==> src/rtl/ptrain_pkg.sv <==
package ptrain_pkg;
  typedef enum logic [1:0] {
    RATIO_X2   = 2'd0,
    RATIO_X3P5 = 2'd1,
    RATIO_X4   = 2'd2,
    RATIO_X5   = 2'd3
  } ratio_e;

  typedef enum logic [2:0] {
    ST_IDLE,
    ST_REQ,
    ST_ACK,
    ST_SETTLE,
    ST_EVAL,
    ST_PICK
  } state_e;
endpackage

==> src/rtl/ptrain_wdog.sv <==
module ptrain_wdog #(
  parameter int WDOG_W = 8
) (
  input  logic              clk,
  input  logic              rst_n,
  input  logic              run,
  input  logic              tgl_in,
  input  logic [WDOG_W-1:0] limit,
  output logic              expired
);
  logic [2:0]        sync_q;
  logic              tgl_edge;
  logic [WDOG_W-1:0] cnt_q, cnt_n;

  always_ff @(posedge clk or negedge rst_n) begin
    if (!rst_n) sync_q <= '0;
    else        sync_q <= {sync_q[1:0], tgl_in};
  end

  assign tgl_edge = sync_q[2] ^ sync_q[1];

  always_comb begin
    cnt_n = cnt_q;
    if (!run || tgl_edge)  cnt_n = '0;
    else if (cnt_q != limit) cnt_n = cnt_q + 1'b1;
  end

  always_ff @(posedge clk or negedge rst_n) begin
    if (!rst_n) cnt_q <= '0;
    else        cnt_q <= cnt_n;
  end

  assign expired = run && (cnt_q == limit);

  // once expired, silence keeps it expired
  p_wdog_hold_r9: assert property (@(posedge clk) disable iff (!rst_n)
    (expired && run && !tgl_edge && $stable(limit)) |=> (expired || !run));
  // an edge always restarts the count
  p_wdog_clear_r9: assert property (@(posedge clk) disable iff (!rst_n)
    (run && tgl_edge) |=> (cnt_q == '0));
endmodule

==> src/rtl/ptrain_run_track.sv <==
module ptrain_run_track #(
  parameter int N_POS = 32,
  localparam int IDX_W = $clog2(N_POS),
  localparam int LEN_W = IDX_W + 1
) (
  input  logic             clk,
  input  logic             rst_n,
  input  logic             clear,
  input  logic             sample_en,
  input  logic             pass,
  input  logic [IDX_W-1:0] idx,
  output logic [IDX_W-1:0] best_start,
  output logic [LEN_W-1:0] best_len
);
  logic [IDX_W-1:0] cur_start_q, cur_start_n;
  logic [LEN_W-1:0] cur_len_q, cur_len_n;
  logic [IDX_W-1:0] best_start_q;
  logic [LEN_W-1:0] best_len_q;

  always_comb begin
    cur_len_n   = pass ? cur_len_q + 1'b1 : '0;
    cur_start_n = (pass && cur_len_q == '0) ? idx : cur_start_q;
  end

  always_ff @(posedge clk or negedge rst_n) begin
    if (!rst_n) begin
      cur_start_q  <= '0;
      cur_len_q    <= '0;
      best_start_q <= '0;
      best_len_q   <= '0;
    end else if (clear) begin
      cur_start_q  <= '0;
      cur_len_q    <= '0;
      best_start_q <= '0;
      best_len_q   <= '0;
    end else if (sample_en) begin
      cur_start_q <= cur_start_n;
      cur_len_q   <= cur_len_n;
      if (cur_len_n > best_len_q) begin
        best_start_q <= cur_start_n;
        best_len_q   <= cur_len_n;
      end
    end
  end

  assign best_start = best_start_q;
  assign best_len   = best_len_q;

  // the kept run is never shorter than the run in progress
  p_best_ge_cur_r5: assert property (@(posedge clk) disable iff (!rst_n)
    best_len_q >= cur_len_q);
  // the best run never grows by more than one per sample
  p_best_step_r5: assert property (@(posedge clk) disable iff (!rst_n)
    !clear |=> (best_len_q <= $past(best_len_q) + 1'b1));
endmodule

==> src/rtl/ptrain_ctrl.sv <==
module ptrain_ctrl
  import ptrain_pkg::*;
#(
  parameter int N_POS    = 32,
  parameter int SETTLE_W = 8,
  parameter int WDOG_W   = 8
) (
  input  logic                clk,
  input  logic                rst_n,
  input  logic [1:0]          ratio_sel,
  input  logic                rate_ok,
  input  logic                start,
  input  logic [SETTLE_W-1:0] settle_cycles,
  input  logic [WDOG_W-1:0]   wdog_limit,
  input  logic                io_clk_tgl,
  input  logic                step_ack,
  input  logic                eye_pass,
  output logic                step_req,
  output logic                step_dir,
  output logic                done,
  output logic                error
);
  localparam int IDX_W = $clog2(N_POS);
  localparam int LEN_W = IDX_W + 1;
  localparam logic [IDX_W-1:0] LAST_IDX = IDX_W'(N_POS - 1);
  localparam logic [LEN_W-1:0] LAST_W   = LEN_W'(N_POS - 1);

  logic [1:0]          rst_sync_q;
  logic                rst_i_n;
  state_e              state_q, state_n;
  ratio_e              ratio_q, ratio_n;
  logic                back_q, back_n;
  logic [IDX_W-1:0]    idx_q, idx_n;
  logic [IDX_W-1:0]    bcnt_q, bcnt_n;
  logic [SETTLE_W-1:0] scnt_q, scnt_n;
  logic                done_q, done_n, err_q, err_n;
  logic                trk_clear, trk_sample, wdog_run, wdog_exp;
  logic [IDX_W-1:0]    best_start;
  logic [LEN_W-1:0]    best_len, half_len, centre, back_steps;
  logic                bypass;

  // asynchronous assert, synchronous release
  always_ff @(posedge clk or negedge rst_n) begin
    if (!rst_n) rst_sync_q <= '0;
    else        rst_sync_q <= {rst_sync_q[0], 1'b1};
  end
  assign rst_i_n = rst_sync_q[1];

  ptrain_wdog #(.WDOG_W(WDOG_W)) i_wdog (
    .clk(clk), .rst_n(rst_i_n), .run(wdog_run), .tgl_in(io_clk_tgl),
    .limit(wdog_limit), .expired(wdog_exp)
  );

  ptrain_run_track #(.N_POS(N_POS)) i_track (
    .clk(clk), .rst_n(rst_i_n), .clear(trk_clear), .sample_en(trk_sample),
    .pass(eye_pass), .idx(idx_q), .best_start(best_start), .best_len(best_len)
  );

  assign half_len   = (best_len - 1'b1) >> 1;
  assign centre     = {1'b0, best_start} + half_len;
  assign back_steps = LAST_W - centre;
  assign bypass     = (ratio_e'(ratio_sel) == RATIO_X5) || !rate_ok;
  assign wdog_run   = (state_q != ST_IDLE);

  always_comb begin
    state_n    = state_q;
    ratio_n    = ratio_q;
    back_n     = back_q;
    idx_n      = idx_q;
    bcnt_n     = bcnt_q;
    scnt_n     = scnt_q;
    done_n     = done_q;
    err_n      = err_q;
    trk_clear  = 1'b0;
    trk_sample = 1'b0;
    if (start) begin
      ratio_n   = ratio_e'(ratio_sel);
      err_n     = 1'b0;
      back_n    = 1'b0;
      idx_n     = '0;
      trk_clear = 1'b1;
      done_n    = bypass;
      state_n   = bypass ? ST_IDLE : ST_REQ;
    end else if (wdog_exp) begin
      err_n   = (ratio_q != RATIO_X3P5);
      state_n = ST_IDLE;
    end else begin
      unique case (state_q)
        ST_IDLE: ;
        ST_REQ:  state_n = ST_ACK;
        ST_ACK: if (step_ack) begin
          scnt_n  = '0;
          state_n = ST_SETTLE;
        end
        ST_SETTLE: begin
          if (scnt_q == settle_cycles) state_n = ST_EVAL;
          else                         scnt_n  = scnt_q + 1'b1;
        end
        ST_EVAL: begin
          if (!back_q) begin
            trk_sample = 1'b1;
            if (idx_q == LAST_IDX) state_n = ST_PICK;
            else begin
              idx_n   = idx_q + 1'b1;
              state_n = ST_REQ;
            end
          end else if (bcnt_q == IDX_W'(1)) begin
            done_n  = 1'b1;
            state_n = ST_IDLE;
          end else begin
            bcnt_n  = bcnt_q - 1'b1;
            state_n = ST_REQ;
          end
        end
        ST_PICK: begin
          if (best_len == '0) begin
            err_n   = (ratio_q != RATIO_X3P5);
            state_n = ST_IDLE;
          end else if (back_steps == '0) begin
            done_n  = 1'b1;
            state_n = ST_IDLE;
          end else begin
            back_n  = 1'b1;
            bcnt_n  = back_steps[IDX_W-1:0];
            state_n = ST_REQ;
          end
        end
        default: state_n = ST_IDLE;
      endcase
    end
  end

  always_ff @(posedge clk or negedge rst_i_n) begin
    if (!rst_i_n) begin
      state_q <= ST_IDLE;
      ratio_q <= RATIO_X2;
      back_q  <= 1'b0;
      idx_q   <= '0;
      bcnt_q  <= '0;
      scnt_q  <= '0;
      done_q  <= 1'b0;
      err_q   <= 1'b0;
    end else begin
      state_q <= state_n;
      ratio_q <= ratio_n;
      back_q  <= back_n;
      idx_q   <= idx_n;
      bcnt_q  <= bcnt_n;
      scnt_q  <= scnt_n;
      done_q  <= done_n;
      err_q   <= err_n;
    end
  end

  assign step_req = (state_q == ST_REQ);
  assign step_dir = !back_q;
  assign done     = done_q;
  assign error    = err_q;

  // a step request lasts one cycle
  p_req_pulse_r4: assert property (@(posedge clk) disable iff (!rst_i_n)
    step_req |=> !step_req);
  // outcome flags are exclusive
  p_flags_excl_r10: assert property (@(posedge clk) disable iff (!rst_i_n)
    !(done && error));
  // fractional ratio never reports an error
  p_frac_no_err_r8: assert property (@(posedge clk) disable iff (!rst_i_n)
    (ratio_q == RATIO_X3P5) |-> !error);
  // done holds until a start
  p_done_sticky_r6: assert property (@(posedge clk) disable iff (!rst_i_n)
    (done && !start) |=> done);
  // error holds until a start
  p_err_sticky_r6: assert property (@(posedge clk) disable iff (!rst_i_n)
    (error && !start) |=> error);
endmodule

==> config.mk <==
export PLATFORM = sky130hd
export DESIGN_NAME = ptrain_ctrl
export DESIGN_NICKNAME = d
export VERILOG_FILES = /design/src/rtl/ptrain_pkg.sv /design/src/rtl/ptrain_wdog.sv /design/src/rtl/ptrain_run_track.sv /design/src/rtl/ptrain_ctrl.sv
export SDC_FILE = /design/constraint.sdc
export NUM_CORES = 1
export LEC_CHECK = 0
export CORE_MARGIN = 5
export CORE_UTILIZATION = 59
export CTS_BUF_LIST = sky130_fd_sc_hd__clkbuf_8
export DETAILED_ROUTE_END_ITERATION = 8
export PLACE_DENSITY = 0.9
export SYNTH_ARGS = -nofsm -noshare
export SYNTH_HDL_FRONTEND = slang
export SYNTH_SLANG_ARGS = --single-unit
==> constraint.sdc <==
create_clock -name clk -period 2.6 [get_ports clk]
set_input_delay 0.52 -clock clk [delete_from_list [all_inputs] [get_ports clk]]
set_output_delay 0.52 -clock clk [all_outputs]
set_load 0.005 [all_outputs]
==> flow_summary.ini <==
[clocking]
clk_pin_slew_ps = 80
clkSinkCount = 61
worstSkewPairLatency_ps = 360
cts_buffer_depth = 2
cts-htree-levels = 3
hold_buffers = 0
root_buffer = clkbuf_8
cts_made_buffers = 9
cts_tree = built

[cells_and_area]
postLayoutCellArea_sq_um = 4840
drive_gt1_frac = 0.225
fin_cells = 544
nets = 513
n_fill_cell = 375
layout-area-overhead-vs-synth_pct = 28.1
antenna_cells = 0
mostFrequentLayoutCells = 59 x dfrtp_1, 54 x nor2_1, 40 x buf_4
final_common_cell = dfrtp_1

[worst_setup_path]
crit_required_ps = 2900
startpoint_type = register
cp.arrival_ps = 3180
ff2ff_setup_slack_ps = -280
cp_max_fo = 3
crit_type = reg -> reg
worstSetupEndpointType = register

[global_routing]
grt_overflow = 0
grt_max_degree = 42
grt_use_met3 = 0.0459
grt_util_all_layers = 0.236
grt_pass1_vias = 3421
antenna_found_initial = 0
use_met1 = 0.294
grt_pass1_wl_microns = 15800
grt_util_met2 = 0.393
grt_most_used_layer = met2

[timing]
worst_pin_slew_ps = 593
finalCritPeriodShare = 1.11
fmax_ghz = 0.347
setup_viol = 8
max-slew-margin-rel = 0.599
finalHoldViolCount = 0
worst_slack_ps = -283
whs_ps = 197
skew_ps = 11.6
drv_slew = 0
min_period_ps = 2880
rsz0062_at_grt = yes

[die]
die_w_microns = 90.0
fp.dieH_microns = 90.0
num_rows = 29
die_area_sq_um = 8100
boundaryPins = 29
initial_core_util = 0.601
core_sq_um = 6280

[status]
status = finished with violations
failed_checks = setup timing

[routing]
drt_iter0_drc = 227
wl_per_cell_microns = 17.5
num_vias = 3296
first_pass_iters = 5
routed_via_density = 6.06
drc = 0
drt-total-wl_microns = 9500
ant_nets = 0

[hold_path]
hp-class = reg -> async

[pwr]
vdd_ir_drop_max_v = 0.000454
leakagePower_nw = 2.11
power.density_nw_per_um2 = 422
total_power_mw = 2.04

[synth]
yosysWarnings = 0
synth_cell_types = 50
synthesis.nets = 442
yosysSeqAreaShare = 0.405
synth_top_cell_by_area = dfrtp_1
ys.flop_type = dfrtp_1
synthCells = 391
synth_area_sq_um = 3770
synth_edf_count = 0
yosysTopAreaCellShare = 0.405
ys_top_cells_by_area = dfrtp_1 40%, ha_1 8.3%, xnor2_1 7.2%, mux2i_1 6.6%, nor2_1 5.5%
postSynth.asyncResetShare = 1.00
synth_area_per_cell_sq_um = 9.65
ys_ff_latch = 61

[place]
io_buffer_count = 28
placed_area_sq_um = 4440
dp_cells = 521
dp_hpwl_microns = 6410
gp_congestion = 0.916

[flow_run]
cap_violations = 0
through the flow:
step	setup WS, ps	setup TNS [ps]	util
after floorplan	-10.5	-10.5	-
after global placement	-168	-2140	0.707
after detailed placement	-222	-3240	0.707
after CTS	-169	-1010	0.753
after global routing	-363	-2420	0.770
final	-283	-1700	0.770
area by class of cell:
cell class                 instances  area [sq um]  share of cell area
sequential                        61          1530               0.316
timing repair buffer              73           662               0.137
clock buffer                       9           124              0.0256
inverter                          21          78.8              0.0163
tap                               77          96.3              0.0199
clock inverter                     7          65.1              0.0135
multi-input combinational        296          2280               0.472
flip-flops by register name (all words and copies together) (netlist names):
signal / flops
bcnt_q: 5
i_wdog.cnt_q: 8
state_q: 3
idx_q: 5
i_track.cur_start_q: 5
i_wdog.sync_q: 3
i_track.best_start: 5
done: 1
i_track.best_len: 6
back_q: 1
scnt_q: 8
rst_sync_q: 2
ratio_q: 2
i_track.cur_len_q: 6
error: 1
cells by family (layout without fill, tap and decap cells):
family	count (synthesis)	after routing	share of synthesized area
AND/OR/NAND/NOR	135	135	0.184
multiplexers	27	27	0.0723
other	1	1	0.000994
flip-flops	61	61	0.405
XOR/XNOR	38	38	0.0882
adder cells (fa/ha/maj)	26	26	0.0882
buffers and inverters	34	110	0.0365
AO/OA/AOI/OAI	69	69	0.125
critical path, cell delays in order, from the launching register on:
cell,delay (ps)
dfrtp_1,420
inv_2,110
ha_4,160
nand3_1,110
xnor2_1,150
ha_1,290
ha_1,370
xor2_1,210
nor4b_2,320
nand3_1,180
a2111oi_2,340
o31a_1,160
where the power goes:
group | switching [mW] | internal (mW)
clock | 0.457 | 0.368
sequential | 0.0339 | 0.972
combinational | 0.105 | 0.106
synth_stat cells, types with 2 or more instances:
master,n
nand2b_1,3
o2111ai_1,3
nor3b_1,3
nor2b_1,3
and2_1,4
a21oi_1,15
o31ai_1,3
inv_1,21
nand3_1,14
a31oi_1,2
nand4_1,5
and3_1,5
dfrtp_1,61
xnor2_1,31
nor3_1,9
o21ai_0,15
a211oi_1,6
xor2_1,7
or4_1,2
nor4b_1,4
ha_1,25
nand4_4,2
nand2_1,17
a22oi_1,2
o22ai_1,2
o2bb2ai_1,3
mux2i_1,25
a211o_1,3
buf_2,2
mux2_2,2
a2111oi_0,2
a21o_1,6
clkbuf_1,10
or2_2,4
nor2_1,55
path summary, 6_finish.rpt:
path	start	end	depth (start not counted)
min	rst_sync_q[1]	i_wdog.sync_q[1]	0
max	i_track.best_len[0]	done	11
min in group clk	rst_sync_q[0]	rst_sync_q[1]	0
min reg2reg	rst_sync_q[1]	i_wdog.sync_q[1]	0
max in group asynchronous	rst_sync_q[1]	i_track.best_start[2]	1
max reg2reg	i_track.best_len[0]	done	11
timing repair:
| item | 4_1_cts | 5_1_grt |
|---|---|---|
| endpoints found under the setup margin | 10 | 19 |
| pin swaps | 13 | 10 |
| gates cloned | 1 | 0 |
| resized for setup | 6 | 24 |
| buffers inserted | 7 | 1 |
routing by layer:
layer  routed length [microns]  part of all wire
met1                      3770              0.40
met2                      4960              0.52
met3                       510             0.054
met4                       255             0.027
met5                         0                 0
No activity file was read; power rests on OpenSTA's default activity.
